--- src/rtl/pq_pkg.sv ---
package pq_pkg;
  localparam int CB_CFO_LONG  = 12;
  localparam int CB_INT_EN    = 8;
  localparam int CB_EXT_EN    = 7;
  localparam int CB_REQ_SHORT = 6;
  localparam int CB_REQ_TWO   = 5;
  localparam int CB_REQ_LONG  = 1;

  typedef struct packed {
    logic cfo_long;
    logic int_en;
    logic ext_en;
    logic req_short;
    logic req_two;
    logic req_long;
  } qual_cfg_t;

  function automatic qual_cfg_t decode_cfg(input logic [12:0] w);
    qual_cfg_t c;
    c.cfo_long  = w[CB_CFO_LONG];
    c.int_en    = w[CB_INT_EN];
    c.ext_en    = w[CB_EXT_EN];
    c.req_short = w[CB_REQ_SHORT];
    c.req_two   = w[CB_REQ_TWO];
    c.req_long  = w[CB_REQ_LONG];
    return c;
  endfunction
endpackage

--- src/rtl/pq_short_arm.sv ---
module pq_short_arm #(
  parameter int ARM_WIN = 320
) (
  input  logic clk,
  input  logic rst,
  input  logic clr,
  input  logic evt,
  output logic armed
);
  localparam int CW = $clog2(ARM_WIN + 1);
  localparam logic [CW-1:0] WIN_LD = CW'(ARM_WIN);

  logic [CW-1:0] remain;

  always_ff @(posedge clk) begin
    if (rst || clr)       remain <= '0;
    else if (evt)         remain <= WIN_LD;
    else if (remain != 0) remain <= remain - 1'b1;
  end

  assign armed = (remain != 0);

  // arming only ever starts from a short detect
  a_r6_arm_from_event: assert property (@(posedge clk) disable iff (rst)
    $rose(armed) |-> $past(evt));
  // a clear drops the window
  a_r11_clear_drops: assert property (@(posedge clk) disable iff (rst)
    $past(clr) |-> !armed);
endmodule

--- src/rtl/pq_long_gap.sv ---
module pq_long_gap #(
  parameter int SPACING = 64
) (
  input  logic clk,
  input  logic rst,
  input  logic clr,
  input  logic xing,
  output logic qual
);
  localparam int GW = $clog2(SPACING + 2);
  localparam logic [GW-1:0] GAP_HIT = GW'(SPACING);
  localparam logic [GW-1:0] GAP_TOP = GW'(SPACING + 1);

  logic          ref_valid;
  logic [GW-1:0] gap;

  always_ff @(posedge clk) begin
    if (rst || clr) begin
      ref_valid <= 1'b0;
      gap       <= '0;
    end else if (xing) begin
      ref_valid <= 1'b1;
      gap       <= GW'(1);
    end else if (ref_valid && gap != GAP_TOP) begin
      gap <= gap + 1'b1;
    end
  end

  assign qual = xing && ref_valid && (gap == GAP_HIT);

  // any crossing that is not cleared becomes the reference
  a_r7_ref_after_xing: assert property (@(posedge clk) disable iff (rst)
    (xing && !clr) |=> ref_valid);
  // the spacing counter never runs past its saturation value
  a_r5_gap_bounded: assert property (@(posedge clk) disable iff (rst)
    gap <= GAP_TOP);
endmodule

--- src/rtl/pq_start_ctl.sv ---
module pq_start_ctl
  import pq_pkg::*;
(
  input  logic      clk,
  input  logic      rst,
  input  qual_cfg_t cfg,
  input  logic      short_evt,
  input  logic      armed,
  input  logic      long_xing,
  input  logic      long_qual,
  input  logic      pkt_done,
  output logic      clr,
  output logic      sop,
  output logic      cfo_capture
);
  logic locked;
  logic need_long;
  logic long_evt;
  logic start_now;

  assign need_long = cfg.req_long | cfg.req_two;
  assign long_evt  = cfg.req_two ? long_qual : long_xing;

  always_comb begin
    start_now = 1'b0;
    if (!locked && !pkt_done) begin
      if (cfg.req_short) start_now = need_long ? (armed && long_evt) : short_evt;
      else               start_now = long_evt;
    end
  end

  assign clr = locked | pkt_done | start_now;

  always_ff @(posedge clk) begin
    if (rst) begin
      locked      <= 1'b0;
      sop         <= 1'b0;
      cfo_capture <= 1'b0;
    end else begin
      sop         <= start_now;
      cfo_capture <= start_now && cfg.cfo_long && long_evt;
      if (pkt_done)       locked <= 1'b0;
      else if (start_now) locked <= 1'b1;
    end
  end

  // start pulse lasts one cycle
  a_r9_sop_single: assert property (@(posedge clk) disable iff (rst)
    sop |=> !sop);
  // capture strobe only accompanies a start
  a_r10_cfo_with_sop: assert property (@(posedge clk) disable iff (rst)
    cfo_capture |-> sop);
  // a start leaves the block locked
  a_r8_locked_after_sop: assert property (@(posedge clk) disable iff (rst)
    sop |-> locked);
  // no start while already locked
  a_r8_quiet_when_locked: assert property (@(posedge clk) disable iff (rst)
    (locked && $past(locked)) |-> !sop);
endmodule

--- src/rtl/ofdm_pkt_qual.sv ---
module ofdm_pkt_qual
  import pq_pkg::*;
#(
  parameter int CTRL_W  = 16,
  parameter int SPACING = 64,
  parameter int ARM_WIN = 320
) (
  input  logic              clk,
  input  logic              rst,
  input  logic [CTRL_W-1:0] ctrl,
  input  logic              short_int,
  input  logic              short_ext,
  input  logic              long_xing,
  input  logic              pkt_done,
  output logic              sop,
  output logic              cfo_capture
);
  qual_cfg_t cfg;
  logic      short_evt;
  logic      armed;
  logic      long_qual;
  logic      clr;
  logic      unused_ctrl;

  assign cfg         = decode_cfg(ctrl[12:0]);
  assign unused_ctrl = ^ctrl;
  // only enabled sources count as a short detect
  assign short_evt   = (short_int & cfg.int_en) | (short_ext & cfg.ext_en);

  pq_short_arm #(.ARM_WIN(ARM_WIN)) arm_i (
    .clk(clk), .rst(rst), .clr(clr), .evt(short_evt), .armed(armed)
  );

  pq_long_gap #(.SPACING(SPACING)) gap_i (
    .clk(clk), .rst(rst), .clr(clr), .xing(long_xing), .qual(long_qual)
  );

  pq_start_ctl ctl_i (
    .clk(clk), .rst(rst), .cfg(cfg), .short_evt(short_evt), .armed(armed),
    .long_xing(long_xing), .long_qual(long_qual), .pkt_done(pkt_done),
    .clr(clr), .sop(sop), .cfo_capture(cfo_capture)
  );

  // a pulse from a disabled source alone never starts a packet in short-only mode
  a_r1_disabled_ignored: assert property (@(posedge clk) disable iff (rst)
    ($past(cfg.req_short && !cfg.req_long && !cfg.req_two && !short_evt && !long_xing)
     && $past(!pkt_done)) |-> !sop);
endmodule

--- config.mk ---
export PLATFORM = sky130hd
export DESIGN_NAME = ofdm_pkt_qual
export DESIGN_NICKNAME = d
export VERILOG_FILES = /design/src/rtl/pq_pkg.sv /design/src/rtl/pq_short_arm.sv /design/src/rtl/pq_long_gap.sv /design/src/rtl/pq_start_ctl.sv /design/src/rtl/ofdm_pkt_qual.sv
export SDC_FILE = /design/constraint.sdc
export NUM_CORES = 1
export LEC_CHECK = 0
export BUFFER_PORTS_ARGS = -buffer_cell sky130_fd_sc_hd__buf_2
export CAP_MARGIN = 0
export CORE_MARGIN = 10
export CORE_UTILIZATION = 45
export DETAILED_ROUTE_END_ITERATION = 10
export GPL_TIMING_DRIVEN = 1
export PLACE_DENSITY = 0.8
export SLEW_MARGIN = 10
export SYNTH_ARGS = -nofsm -noshare
export SYNTH_HDL_FRONTEND = slang
export SYNTH_HIERARCHICAL = 1
export SYNTH_SLANG_ARGS = --single-unit
--- constraint.sdc ---
create_clock -name clk -period 3.5 [get_ports clk]
set_input_delay 0.7 -clock clk [delete_from_list [all_inputs] [get_ports clk]]
set_output_delay 0.7 -clock clk [all_outputs]
set_load 0.01 [all_outputs]
* Yosys cells after proc, flatten, opt, wreduce, memory -nomap -nowiden
Cells that the tools add are included.
** Cells by class
- Multiplexer cells :: 8
- Equality and inequality tests :: 2
- Bitwise gates (word level) :: 6
- Reduce and logical (&&, ||, !) cells :: 16
- Add/sub/neg operators :: 2
** Operators by type and width (number)
- 2-to-1 mux 9 bit :: 2
- nonzero test 9 bit :: 1
- subtractor 9 x 1 -> 9 bit (second input constant) :: 1
- adder 7 x 1 -> 7 bit (second input constant) :: 1
- == test 7 bit (second input constant) :: 1
- logical AND 1 bit :: 7
- inequality test 7 bit (second input constant) :: 1
- 2-to-1 mux 1 bit :: 6
- OR reduction 2 bit :: 3
- bitwise OR 1 bit :: 4
- nonzero test 2 bit :: 2
- bitwise AND 1 bit :: 2
- logical NOT 1 bit :: 2
- logical OR 1 bit :: 1
** Word-level totals
- Bits in registers :: 20
- Input bits :: 22

* Depth between registers and ports, before layout
- Word-level depth :: 10
- Gate-level depth with buffers :: 10
- Gate-level depth less buffers :: 10

* Modules after synthesis
Netlist, hierarchy kept.
** By module, submodules not included
- pq_short_arm :: area each 479.2 um^2, instances 1, cells an instance 55
- pq_long_gap :: area each 442.9 um^2, instances 1, cells an instance 51
- pq_start_ctl :: area each 187.7 um^2, instances 1, cells an instance 21
- ofdm_pkt_qual :: area each 8.8 um^2, instances 1, cells an instance 1

* Worst setup path after synthesis
Ideal clock, no wire load.
- Kind :: flip-flop to flip-flop
- From :: register arm_i.remain[0]
- To :: register arm_i.remain[2]
- Cell stages (with the launch flop) :: 11
- Slack :: 1.027 ns
- Arrival time :: 2.382 ns
- Clock period less this slack :: 2.473 ns
- Setup time :: 0.091 ns
- Cell sequence :: dfxtp_1 -> inv_1 -> ha_1 -> nor4b_1 -> nand3_1 -> a21bo_2 -> a221oi_2 -> nand2_1 -> or3_1 -> clkbuf_1 -> a311oi_1
** Between the ends
- Word-level cells in the longest chain between the ends :: 8
** RTL lines
- from (decl) :: RTL line pq_short_arm.sv:13 : logic [CW-1:0] remain;
- from (signal assigned) :: RTL line pq_short_arm.sv:18 : else if (remain != 0) remain <= remain - 1'b1;
- nonzero test 9 bit :: RTL line pq_short_arm.sv:21 : assign armed = (remain != 0);
- via armed :: RTL line ofdm_pkt_qual.sv:20 : logic armed;
- logical AND 1 bit :: RTL line pq_start_ctl.sv:27 : if (cfg.req_short) start_now = need_long ? (armed && long_evt) : short_evt;
- 2-to-1 mux 1 bit (2 in series) :: RTL line pq_start_ctl.sv:27
- 2-to-1 mux 1 bit :: RTL line pq_start_ctl.sv:26 : if (!locked && !pkt_done) begin
- bitwise OR 1 bit :: RTL line pq_start_ctl.sv:32 : assign clr = locked | pkt_done | start_now;
- via clr :: RTL line ofdm_pkt_qual.sv:22 : logic clr;
- logical OR 1 bit :: RTL line pq_short_arm.sv:16 : if (rst || clr) remain <= '0;
- OR reduction 2 bit (no line)
The timed path passes the listed nets, and every way through them passes these cells.
A chain may end at the register's enable or synchronous reset.

* Worst setup path after layout
Ends and elaborated chain as after synthesis.

==> impl_metrics.py <==
metrics = {
    "outcome": {
        "outcome": "complete, no violations",
    },
    "pwr": {
        "total_leakage_power_nw": 0.4554,
        "p_per_area_mw_per_mm2": 355.2,
        "peakVddDrop_uv": 278.3,
    },
    "cts": {
        "cts_resized": 0,
        "cts_root_buffer": "clkbuf_4",
        "cts.sinks": 20,
        "clk_pin_slew_ps": 110,
        "clockBufferDepth": 2,
        "clock_latency_ps": 290,
        "numCtsBuffers": 3,
        "cts_tree": "built",
        "htree_levels": 1,
        "postCtsSetupRepairBufs": 0,
        "ctsHoldBuffers": 0,
    },
    "synthesis": {
        "async_flop_share": 0,
        "ys_types": 47,
        "synthFlopType": "dfxtp_1",
        "ys_seq_elements": 20,
        "synth_edf_count": 0,
        "synth_area_per_cell_sq_um": 8.739,
        "syn_nets": 154,
        "syn-cell-area_sq_mm": 0.001119,
        "yosysSeqAreaShare": 0.3579,
        "synthCells": 128,
        "yosysWarnings": 6,
    },
    "final_layout": {
        "fin_nets": 168,
        "final_cells": 170,
        "multi_input_area_sq_um": 674.4,
        "insertedDiodeCount": 0,
        "regArea_sq_um": 400.4,
        "drive_gt1_frac": 0.2000,
        "n_fill_cell": 226,
        "syn2layout_area_growth_pct": 8.949,
    },
    "run": {
        "maxCapViolCount": 0,
    },
    "grt": {
        "track_usage": 0.09676,
        "grt_max_degree": 11,
        "grt_pass1_vias": 989,
        "antenna_found_initial": 0,
        "overflow": 0,
        "grt_pass1_wl_um": 4112,
    },
    "sta": {
        "setup_tns_ps": 0,
        "fmax_mhz": 341.2,
        "slew_headroom": 0.5649,
        "rsz0062_at_grt": "no",
        "fin_ws_ps": 568.9,
        "hold_violations": 0,
        "post-route-period-util": 0.8375,
        "setup_viol": 0,
        "slew_viol_final": 0,
        "finalCriticalPeriod_ps": 2931,
        "finalClockSkew_ps": 7.048,
        "tightest_slew_ps": 647.7,
    },
    "route": {
        "ant_nets": 0,
        "drtIter0Drc": 59,
        "remaining_drc_errors": 0,
        "dr.pass1.iters": 4,
        "viasPerCell": 5.994,
        "routedWlPerCell_um": 14.01,
        "routed_wl_um": 2381,
        "vias": 1019,
    },
    "critical_path": {
        "path_depth": 9,
        "cp_cell_sequence": "inv_1 > ha_1 > nor4b_1 > nand3_1 > or2b_1 > a221oi_2 > nand2_1 > or3_1 > a311oi_1",
        "critPathRequiredTime_ps": 3700,
        "cp_max_fo": 7,
        "worst_path_max_delay_cell": "or3_1",
        "r2r_cells": 9,
        "critical_path_class": "flop to flop",
        "cp.arrival_ps": 3130,
        "startpoint_type": "flop",
        "cpPeakStageDelay_ps": 520,
        "critical_path.top_delay_family": "simple AND/OR/NAND/NOR gates",
        "crit_path_end_kind": "flop",
        "worst-path-buf-inv": 1,
    },
    "floorplanning": {
        "io-pin-count": 24,
        "num_rows": 18,
        "fp.dieW_um": 69.86,
        "initial_core_util": 0.4599,
        "die_area_sq_mm": 0.004880,
        "die_h_um": 69.86,
        "core_area_sq_mm": 0.002432,
    },
    "place": {
        "port-buffer-count": 13,
        "place_congestion": 0.8607,
        "pre_cts_slack_ps": 580.6,
        "hpwl_um": 1899,
        "placed_cells": 167,
    },
    "hold_path": {
        "hold_depth": 1,
        "hp-class": "flop to flop",
    },
}
## final cells by class
class,instances,area share
tap,30,0.03080
multi-input combinational,99,0.5534
clock buffer,3,0.01848
inverter,5,0.01540
sequential,20,0.3285
timing repair buffer,13,0.05339
## per-layer routing
layer / GRT usage / vias to the layer above / part of all wire
li1: - / 512 / -
met1: 0.1051 / 472 / 0.42
met2: 0.1692 / 29 / 0.51
met3: 0.02825 / 6 / 0.050
met4: 0.04167 / 0 / 0.020
met5: 0 / - / 0
## synthesized netlist by cell type (2+ instances only)
cell	number	area, sq um
dfxtp_1	20	400.4
nor2_1	11	41.29
o21ai_0	8	40.04
a21oi_1	6	30.03
nand2_1	6	22.52
nand3_1	6	30.03
inv_1	5	18.77
nor4_1	5	31.28
or3_1	5	31.28
ha_1	4	50.05
a211oi_1	3	22.52
nor3_1	3	15.01
o31ai_1	3	22.52
or2b_1	3	22.52
a31oi_1	2	12.51
buf_2	2	10.01
nand4_1	2	12.51
nor3b_1	2	15.01
nor4b_1	2	17.52
xnor2_1	2	17.52
xor2_1	2	17.52
## stage by stage
stage               utilization  total power, mW  instance area [sq um]  hold slack, ps
floorplan                     -           0.3110                   1119           438.3
global placement         0.4918           0.3276                   1196           462.3
detailed placement       0.4918           0.3325                   1196           474.7
CTS                      0.5010           0.4353                   1219           487.6
global route             0.5010           0.4545                   1219           521.6
finish                   0.5010           0.4329                   1219           486.3
## worst reg2reg max path, delay by kind of cell, from the launching register on
family                   cells  cell delay (ps)
adder cells (fa/ha/maj)      1              250
buffers and inverters        1              100
AO/OA/AOI/OAI                2              580
flip-flops                   1              360
AND/OR/NAND/NOR              5             1560
## report_power, final
part           switching, mW  internal [mW]  total, mW
logic                 0.0463         0.0385     0.0848
registers            0.00915          0.234      0.243
clock network         0.0647         0.0400      0.105
total                  0.120          0.313      0.433
## registers in the layout, summed over array words and instances, names as in the netlist
| name | flops |
|---|---|
| arm_i/remain | 9 |
| gap_i/gap | 7 |
| ctl_i/cfo_capture | 1 |
| ctl_i/locked | 1 |
| ctl_i/sop | 1 |
| gap_i/ref_valid | 1 |
## cells in the final DEF, fill, tap and decap left out, types with 2 or more instances in the layout
cell / synthesis / routed
nand3_1: 6 / 6
o31ai_1: 3 / 3
nor2_1: 11 / 11
or3_1: 5 / 5
a211oi_1: 3 / 3
nand2_1: 6 / 6
dfxtp_1: 20 / 20
nor3_1: 3 / 3
clkbuf_4: 0 / 3
xor2_1: 2 / 2
nor3b_1: 2 / 2
inv_1: 5 / 5
nand4_1: 2 / 2
a21oi_1: 6 / 6
nor4_1: 5 / 5
ha_1: 4 / 4
a31oi_1: 2 / 2
or2b_1: 3 / 3
buf_2: 2 / 13
xnor2_1: 2 / 2
o21ai_0: 8 / 8
nor4b_1: 2 / 2
## kinds of logic (layout without fill, tap and decap cells)
| family | Yosys count | count (layout) | share of synthesized area |
|---|---|---|---|
| simple gates | 56 | 56 | 0.3054 |
| compound gates | 34 | 34 | 0.2125 |
| flops | 20 | 20 | 0.3579 |
| buf+inv | 9 | 21 | 0.03915 |
| fa+ha+maj | 4 | 4 | 0.04474 |
| xor+xnor | 4 | 4 | 0.03133 |
| mux | 1 | 1 | 0.008949 |
## path summary, 6_finish.rpt
path	start	endpoint	slack, ps
max	arm_i/remain[0]	arm_i/remain[2]	570
min	ctl_i/locked	ctl_i/sop	490
max reg2reg	arm_i/remain[0]	arm_i/remain[2]	570
min reg2reg	ctl_i/locked	ctl_i/sop	490
(Power assumes the default switching activity.)
